File: config.mk
export PLATFORM = sky130hd
export DESIGN_NAME = strscan_top
export DESIGN_NICKNAME = d
export VERILOG_FILES = /design/src/rtl/strscan_pkg.sv /design/src/rtl/strscan_rst_sync.sv /design/src/rtl/strscan_lane_zero.sv /design/src/rtl/strscan_first_zero.sv /design/src/rtl/strscan_ctrl.sv /design/src/rtl/strscan_top.sv
export SDC_FILE = /design/constraint.sdc
export NUM_CORES = 1
export LEC_CHECK = 0
export BUFFER_PORTS_ARGS = -buffer_cell sky130_fd_sc_hd__buf_2
export CAP_MARGIN = 10
export CORE_UTILIZATION = 45
export CTS_CLUSTER_DIAMETER = 200
export DETAILED_ROUTE_END_ITERATION = 8
export MAX_ROUTING_LAYER = met4
export PLACE_DENSITY = 0.68
export RECOVER_POWER = 100
export SYNTH_ARGS = -nofsm -noshare
export SYNTH_HDL_FRONTEND = slang
export SYNTH_SLANG_ARGS = --single-unit
File: constraint.sdc
create_clock -name clk -period 4.2 [get_ports clk]
set_input_delay 0.84 -clock clk [delete_from_list [all_inputs] [get_ports clk]]
set_output_delay 0.84 -clock clk [all_outputs]
set_load 0.1 [all_outputs]
File: src/rtl/strscan_pkg.sv
package strscan_pkg;
  localparam int BYTE_W = 8;

  typedef enum logic [1:0] {
    ST_IDLE  = 2'd0,
    ST_FETCH = 2'd1,
    ST_WAIT  = 2'd2
  } scan_state_e;
endpackage

File: src/rtl/strscan_rst_sync.sv
module strscan_rst_sync #(
  parameter int STAGES = 2
) (
  input  logic clk,
  input  logic rst_n,
  output logic rst_sync_n
);
  logic [STAGES-1:0] chain_q;

  always_ff @(posedge clk or negedge rst_n) begin
    if (!rst_n) begin
      chain_q <= '0;
    end else begin
      chain_q <= {chain_q[STAGES-2:0], 1'b1};
    end
  end

  assign rst_sync_n = chain_q[STAGES-1];
endmodule

File: src/rtl/strscan_lane_zero.sv
module strscan_lane_zero #(
  parameter int LANES = 4,
  parameter int BW    = 8,
  localparam int OW   = $clog2(LANES),
  localparam int DW   = LANES * BW
) (
  input  logic [DW-1:0]    word_i,
  input  logic             first_i,
  input  logic [OW-1:0]    off_i,
  output logic [LANES-1:0] zero_o
);
  // Lanes below the start offset in the first word are treated as non-zero.
  for (genvar l = 0; l < LANES; l++) begin : g_lane
    logic hidden;
    assign hidden    = first_i && (l < int'(off_i));
    assign zero_o[l] = !hidden && (word_i[l*BW +: BW] == '0);
  end
endmodule

File: src/rtl/strscan_first_zero.sv
module strscan_first_zero #(
  parameter int LANES = 4,
  localparam int OW   = $clog2(LANES)
) (
  input  logic [LANES-1:0] zero_i,
  output logic             found_o,
  output logic [OW-1:0]    lead_o
);
  // Number of lanes in front of the lowest zero lane.
  always_comb begin
    found_o = |zero_i;
    lead_o  = '0;
    for (int l = LANES - 1; l >= 0; l--) begin
      if (zero_i[l]) begin
        lead_o = OW'(l);
      end
    end
  end
endmodule

File: src/rtl/strscan_ctrl.sv
module strscan_ctrl
  import strscan_pkg::*;
#(
  parameter int AW    = 32,
  parameter int LW    = 32,
  parameter int LANES = 4,
  localparam int OW   = $clog2(LANES)
) (
  input  logic          clk,
  input  logic          rst_n,
  input  logic          start_i,
  input  logic [AW-1:0] start_addr_i,
  input  logic          rd_valid_i,
  input  logic          found_i,
  input  logic [OW-1:0] lead_i,
  output logic          rd_req_o,
  output logic [AW-1:0] rd_addr_o,
  output logic          first_o,
  output logic [OW-1:0] off_o,
  output logic          done_o,
  output logic [LW-1:0] len_o
);
  scan_state_e   state_q, state_d;
  logic [AW-1:0] addr_q, addr_d;
  logic [LW-1:0] cnt_q, cnt_d;
  logic [LW-1:0] len_q, len_d;
  logic [OW-1:0] off_q, off_d;
  logic          first_q, first_d;
  logic          done_q, done_d;
  logic          addr_en, cnt_en, len_en;

  // Next-state logic
  always_comb begin
    state_d = state_q;
    addr_d  = addr_q;
    cnt_d   = cnt_q;
    len_d   = len_q;
    off_d   = off_q;
    first_d = first_q;
    done_d  = 1'b0;
    addr_en = 1'b0;
    cnt_en  = 1'b0;
    len_en  = 1'b0;
    unique case (state_q)
      ST_IDLE: begin
        if (start_i) begin
          addr_d  = {start_addr_i[AW-1:OW], {OW{1'b0}}};
          off_d   = start_addr_i[OW-1:0];
          cnt_d   = LW'(0) - LW'(start_addr_i[OW-1:0]);
          first_d = 1'b1;
          addr_en = 1'b1;
          cnt_en  = 1'b1;
          state_d = ST_FETCH;
        end
      end
      ST_FETCH: begin
        state_d = ST_WAIT;
      end
      ST_WAIT: begin
        if (rd_valid_i) begin
          if (found_i) begin
            len_d   = cnt_q + LW'(lead_i);
            len_en  = 1'b1;
            done_d  = 1'b1;
            state_d = ST_IDLE;
          end else begin
            cnt_d   = cnt_q + LW'(LANES);
            addr_d  = addr_q + AW'(LANES);
            first_d = 1'b0;
            addr_en = 1'b1;
            cnt_en  = 1'b1;
            state_d = ST_FETCH;
          end
        end
      end
      default: state_d = ST_IDLE;
    endcase
  end

  // Registers with explicit enables
  always_ff @(posedge clk or negedge rst_n) begin
    if (!rst_n) begin
      state_q <= ST_IDLE;
      done_q  <= 1'b0;
    end else begin
      state_q <= state_d;
      done_q  <= done_d;
    end
  end

  always_ff @(posedge clk or negedge rst_n) begin
    if (!rst_n) begin
      addr_q  <= '0;
      off_q   <= '0;
      first_q <= 1'b0;
    end else if (addr_en) begin
      addr_q  <= addr_d;
      off_q   <= off_d;
      first_q <= first_d;
    end
  end

  always_ff @(posedge clk or negedge rst_n) begin
    if (!rst_n) begin
      cnt_q <= '0;
    end else if (cnt_en) begin
      cnt_q <= cnt_d;
    end
  end

  always_ff @(posedge clk or negedge rst_n) begin
    if (!rst_n) begin
      len_q <= '0;
    end else if (len_en) begin
      len_q <= len_d;
    end
  end

  assign rd_req_o  = (state_q == ST_FETCH);
  assign rd_addr_o = addr_q;
  assign first_o   = first_q;
  assign off_o     = off_q;
  assign done_o    = done_q;
  assign len_o     = len_q;
endmodule

File: src/rtl/strscan_top.sv
module strscan_top
  import strscan_pkg::*;
#(
  parameter int AW    = 32,
  parameter int LW    = 32,
  parameter int LANES = 4,
  localparam int OW   = $clog2(LANES),
  localparam int DW   = LANES * BYTE_W
) (
  input  logic          clk,
  input  logic          rst_n,
  input  logic          start_i,
  input  logic [AW-1:0] start_addr_i,
  output logic          rd_req_o,
  output logic [AW-1:0] rd_addr_o,
  input  logic          rd_valid_i,
  input  logic [DW-1:0] rd_data_i,
  output logic          done_o,
  output logic [LW-1:0] len_o
);
  logic             rst_int_n;
  logic             first_w;
  logic [OW-1:0]    off_w;
  logic [LANES-1:0] zero_w;
  logic             found_w;
  logic [OW-1:0]    lead_w;

  strscan_rst_sync #(.STAGES(2)) u_rst (
    .clk        (clk),
    .rst_n      (rst_n),
    .rst_sync_n (rst_int_n)
  );

  strscan_lane_zero #(.LANES(LANES), .BW(BYTE_W)) u_lane (
    .word_i  (rd_data_i),
    .first_i (first_w),
    .off_i   (off_w),
    .zero_o  (zero_w)
  );

  strscan_first_zero #(.LANES(LANES)) u_prio (
    .zero_i  (zero_w),
    .found_o (found_w),
    .lead_o  (lead_w)
  );

  strscan_ctrl #(.AW(AW), .LW(LW), .LANES(LANES)) u_ctrl (
    .clk          (clk),
    .rst_n        (rst_int_n),
    .start_i      (start_i),
    .start_addr_i (start_addr_i),
    .rd_valid_i   (rd_valid_i),
    .found_i      (found_w),
    .lead_i       (lead_w),
    .rd_req_o     (rd_req_o),
    .rd_addr_o    (rd_addr_o),
    .first_o      (first_w),
    .off_o        (off_w),
    .done_o       (done_o),
    .len_o        (len_o)
  );
endmodule

==> flow_metrics.py <==
metrics = {
    "outcome": {
        "status": "complete, but fails checks",
        "violations": "capacitance limit, slew limit",
    },
    "drt": {
        "via_count": 6010,
        "wire_per_inst_um": 17.9,
        "drt_iter0_markers": 527,
        "drc_errors": 0,
        "drt-total-wl_um": 17600,
        "dr.pass1.iters": 5,
        "routed_via_density": 6.10,
        "antenna_left": 0,
    },
    "power": {
        "p_leak_nw": 2.90,
        "powerDensity_mw_per_mm2": 898,
        "p_seq_share_pct": 30.4,
        "internal-power_mw": 2.72,
        "vdd_drop_max_mv": 0.747,
        "clockPowerShare_pct": 13.6,
        "sw_frac_of_total_pct": 57.2,
        "p_switching_mw": 3.63,
        "power_frac_comb_pct": 56.0,
    },
    "worst_setup_path": {
        "crit_buf_inv": 2,
        "crit_path_max_fanout": 22,
        "reg2reg_depth": 5,
        "startpoint_type": "input pin",
        "r2r-start": "u_ctrl.state_q[1]",
        "critPathSlowestCell": "a41oi_1",
        "critPathTopFamily": "compound AO/OA/AOI/OAI gates",
        "crit_start": "rd_data_i[8]",
        "cp-end-kind": "register",
        "r2r_end": "u_ctrl.cnt_q[27]",
        "crit_path_max_incr_delay_ns": 1.62,
        "r2r_slack_ns": 0.74,
        "cp.required_ns": 4.48,
        "endpoint": "u_ctrl.len_o[26]",
        "cp.depth": 7,
        "cp_cell_sequence": "buf_2 -> nor4_1 -> nand4_1 -> a41oi_1 -> buf_4 -> nor2_1 -> a21oi_1",
        "cp_data_arrival_time_ns": 3.77,
        "worstSetupPathType": "input pin to register",
    },
    "final_layout": {
        "fin_nets": 879,
        "final_util_pct": 53.2,
        "fin_cells": 986,
        "drive_above_1_share_pct": 13.8,
        "most-common-layout-cells": "dfrtp_1 (102), nor2_1 (78), clkbuf_1 (70)",
        "final_common_cell": "dfrtp_1",
        "syn_to_final_growth_pct": 15.3,
        "antenna_cells": 0,
    },
    "synth": {
        "ys_seq_area_share_pct": 41.6,
        "ys_warn_count": 0,
        "ys.flop_type": "dfrtp_1",
        "netlist_area_mm2": 0.00614,
        "avgSynthCellArea_um2": 8.72,
        "synth_cell_types": 66,
        "synth_edf_count": 0,
        "synthCells": 704,
        "ys_ff_latch": 102,
        "async_reset_ff_share_pct": 100,
    },
    "global_route": {
        "grt_antenna_before_repair": 0,
        "grt_pass1_vias": 5806,
        "gr-total-overflow": 0,
        "grt_max_degree": 71,
        "grt_usage_pct": 26.6,
        "grt_first_pass_wirelength_um": 29200,
    },
    "die": {
        "io_pins": 134,
        "row_count": 42,
        "core_mm2": 0.0133,
        "chipWidth_um": 119,
        "dieArea_mm2": 0.0141,
        "start_util_pct": 46.2,
        "fp.dieH_um": 119,
    },
    "place": {
        "pre_cts_slack_ns": 0.595,
        "place_congestion": 0.904,
        "dp_hpwl_um": 11900,
        "portBuffers": 131,
        "dp_cells": 970,
    },
    "clock_network": {
        "root_buffer": "clkbuf_16",
        "cts_setup_buffers": 0,
        "cts_tree": "yes",
        "clock_path_buffers": 2,
        "cts_buffers": 9,
        "hold_buffers": 0,
        "clkTransAtPathRegs_ns": 0.07,
        "htree_levels": 3,
        "insertion_delay_ns": 0.36,
        "cts.sinks": 102,
        "cts_resized": 0,
    },
    "timing": {
        "finalCritPeriodShare_pct": 83.0,
        "setup_slack_ns": 0.712,
        "finalCriticalPeriod_ns": 3.49,
        "max_slew.worst_pin.slew_ns": 2.90,
        "clock-skew-final_ns": 0.0117,
        "setup_tns_ns": 0,
        "drv_slew": 182,
        "final_hold_viol_count": 0,
        "max_freq_ghz": 0.287,
        "rsz0062_at_grt": "no",
        "relSlewSlack_pct": -93.2,
        "setup_viol": 0,
    },
    "run": {
        "drv_cap": 4,
    },
    "min_path": {
        "hold_class": "input pin to async pin",
    },
}
## cells in the mapped netlist (5+ instances only)
library cell / instances / share of area (%)
ha_1: 5 / 1.0
xnor2_1: 18 / 2.6
o41ai_1: 5 / 0.71
o211ai_1: 5 / 0.61
dfrtp_1: 102 / 42
nand3_1: 35 / 2.9
and3_1: 10 / 1.0
and2_1: 9 / 0.92
a31oi_1: 20 / 2.0
inv_1: 18 / 1.1
o22ai_1: 11 / 1.1
and4_1: 6 / 0.86
nor3_1: 30 / 2.4
a21oi_1: 50 / 4.1
o31ai_1: 20 / 2.4
nand4_1: 20 / 2.0
o2bb2ai_1: 5 / 0.71
a211o_1: 7 / 1.0
clkbuf_1: 42 / 2.6
o221a_2: 5 / 0.92
xor2_1: 10 / 1.4
a2bb2oi_1: 12 / 1.7
a211oi_1: 6 / 0.73
buf_2: 6 / 0.49
nor2_1: 78 / 4.8
nand2_1: 51 / 3.1
a22o_1: 11 / 1.6
o21ai_0: 24 / 2.0
nor4_1: 16 / 1.6
## worst register-to-register path: stages, from the launching register on
cell and delay (ns):
dfrtp_1 0.52, nand2b_1 1.63, clkbuf_1 0.70, a31oi_1 0.08, o31ai_1 0.21, o21ai_0 0.13
## flip-flops by register name, summed over array words and instances, names as in the netlist
| name | count |
|---|---|
| u_ctrl.first_o | 1 |
| u_ctrl.len_o | 32 |
| u_ctrl.rd_addr_o | 30 |
| u_ctrl.cnt_q | 32 |
| u_ctrl.off_o | 2 |
| u_rst.chain_q | 2 |
| u_ctrl.state_q | 2 |
| u_ctrl.done_o | 1 |
## worst min-delay path by stage
stage,endpoint,slack (ns)
finish,u_rst.chain_q[0],0.25
global route,u_rst.chain_q[1],0.24
CTS,u_rst.chain_q[1],0.24
detailed placement,u_rst.chain_q[1],0.34
global placement,u_rst.chain_q[1],0.34
floorplan,u_rst.chain_q[1],0.33
## cell families (layout without fill, tap and decap cells)
kind of cell	count (synthesis)	after routing	synth area share [%]
flops	102	102	41.6
mux	5	5	0.877
xor+xnor	28	28	4.00
fa+ha+maj	6	6	1.35
simple gates	280	280	23.3
buf+inv	74	179	4.95
compound gates	207	207	23.8
other cells	2	3	0.122
## metal layers
metal  GRT usage, %  vias to the layer above  wire (µm)
li1               -                     2828          -
met1           34.5                     2862       7600
met2           41.9                      287       8410
met3           3.96                       33       1240
met4           10.4                        0        359
met5              -                        -          0
## area by class of cell
cell class	instances	area (µm²)
Clock buffer	11	243
Clock inverter	5	56.3
Fill cell	1259	6220
Inverter	19	71.3
Multi-Input combinational cell	529	3280
Sequential cell	102	2550
Tap cell	176	220
Timing Repair Buffer	144	654
## power by group through the flow
stage / combinational [mW] / sequential [mW] / clock, mW
global placement: 3.54 / 1.91 / 0
detailed placement: 3.60 / 1.93 / 0
global route: 3.78 / 1.99 / 0.918
finish: 3.56 / 1.93 / 0.862
floorplan: 1.55 / 3.21 / 0
CTS: 3.61 / 1.91 / 0.878
## through the flow
stage / cell area [µm²] / hold WS, ns / power [mW]
6_report: 7070 / 0.248 / 6.35
5_1_grt: 7070 / 0.244 / 6.69
4_1_cts: 7220 / 0.241 / 6.40
3_5_place_dp: 6920 / 0.340 / 5.53
3_3_place_gp: 6920 / 0.338 / 5.45
2_1_floorplan: 6140 / 0.331 / 4.76
No activity file was read; power rests on OpenSTA's default activity.
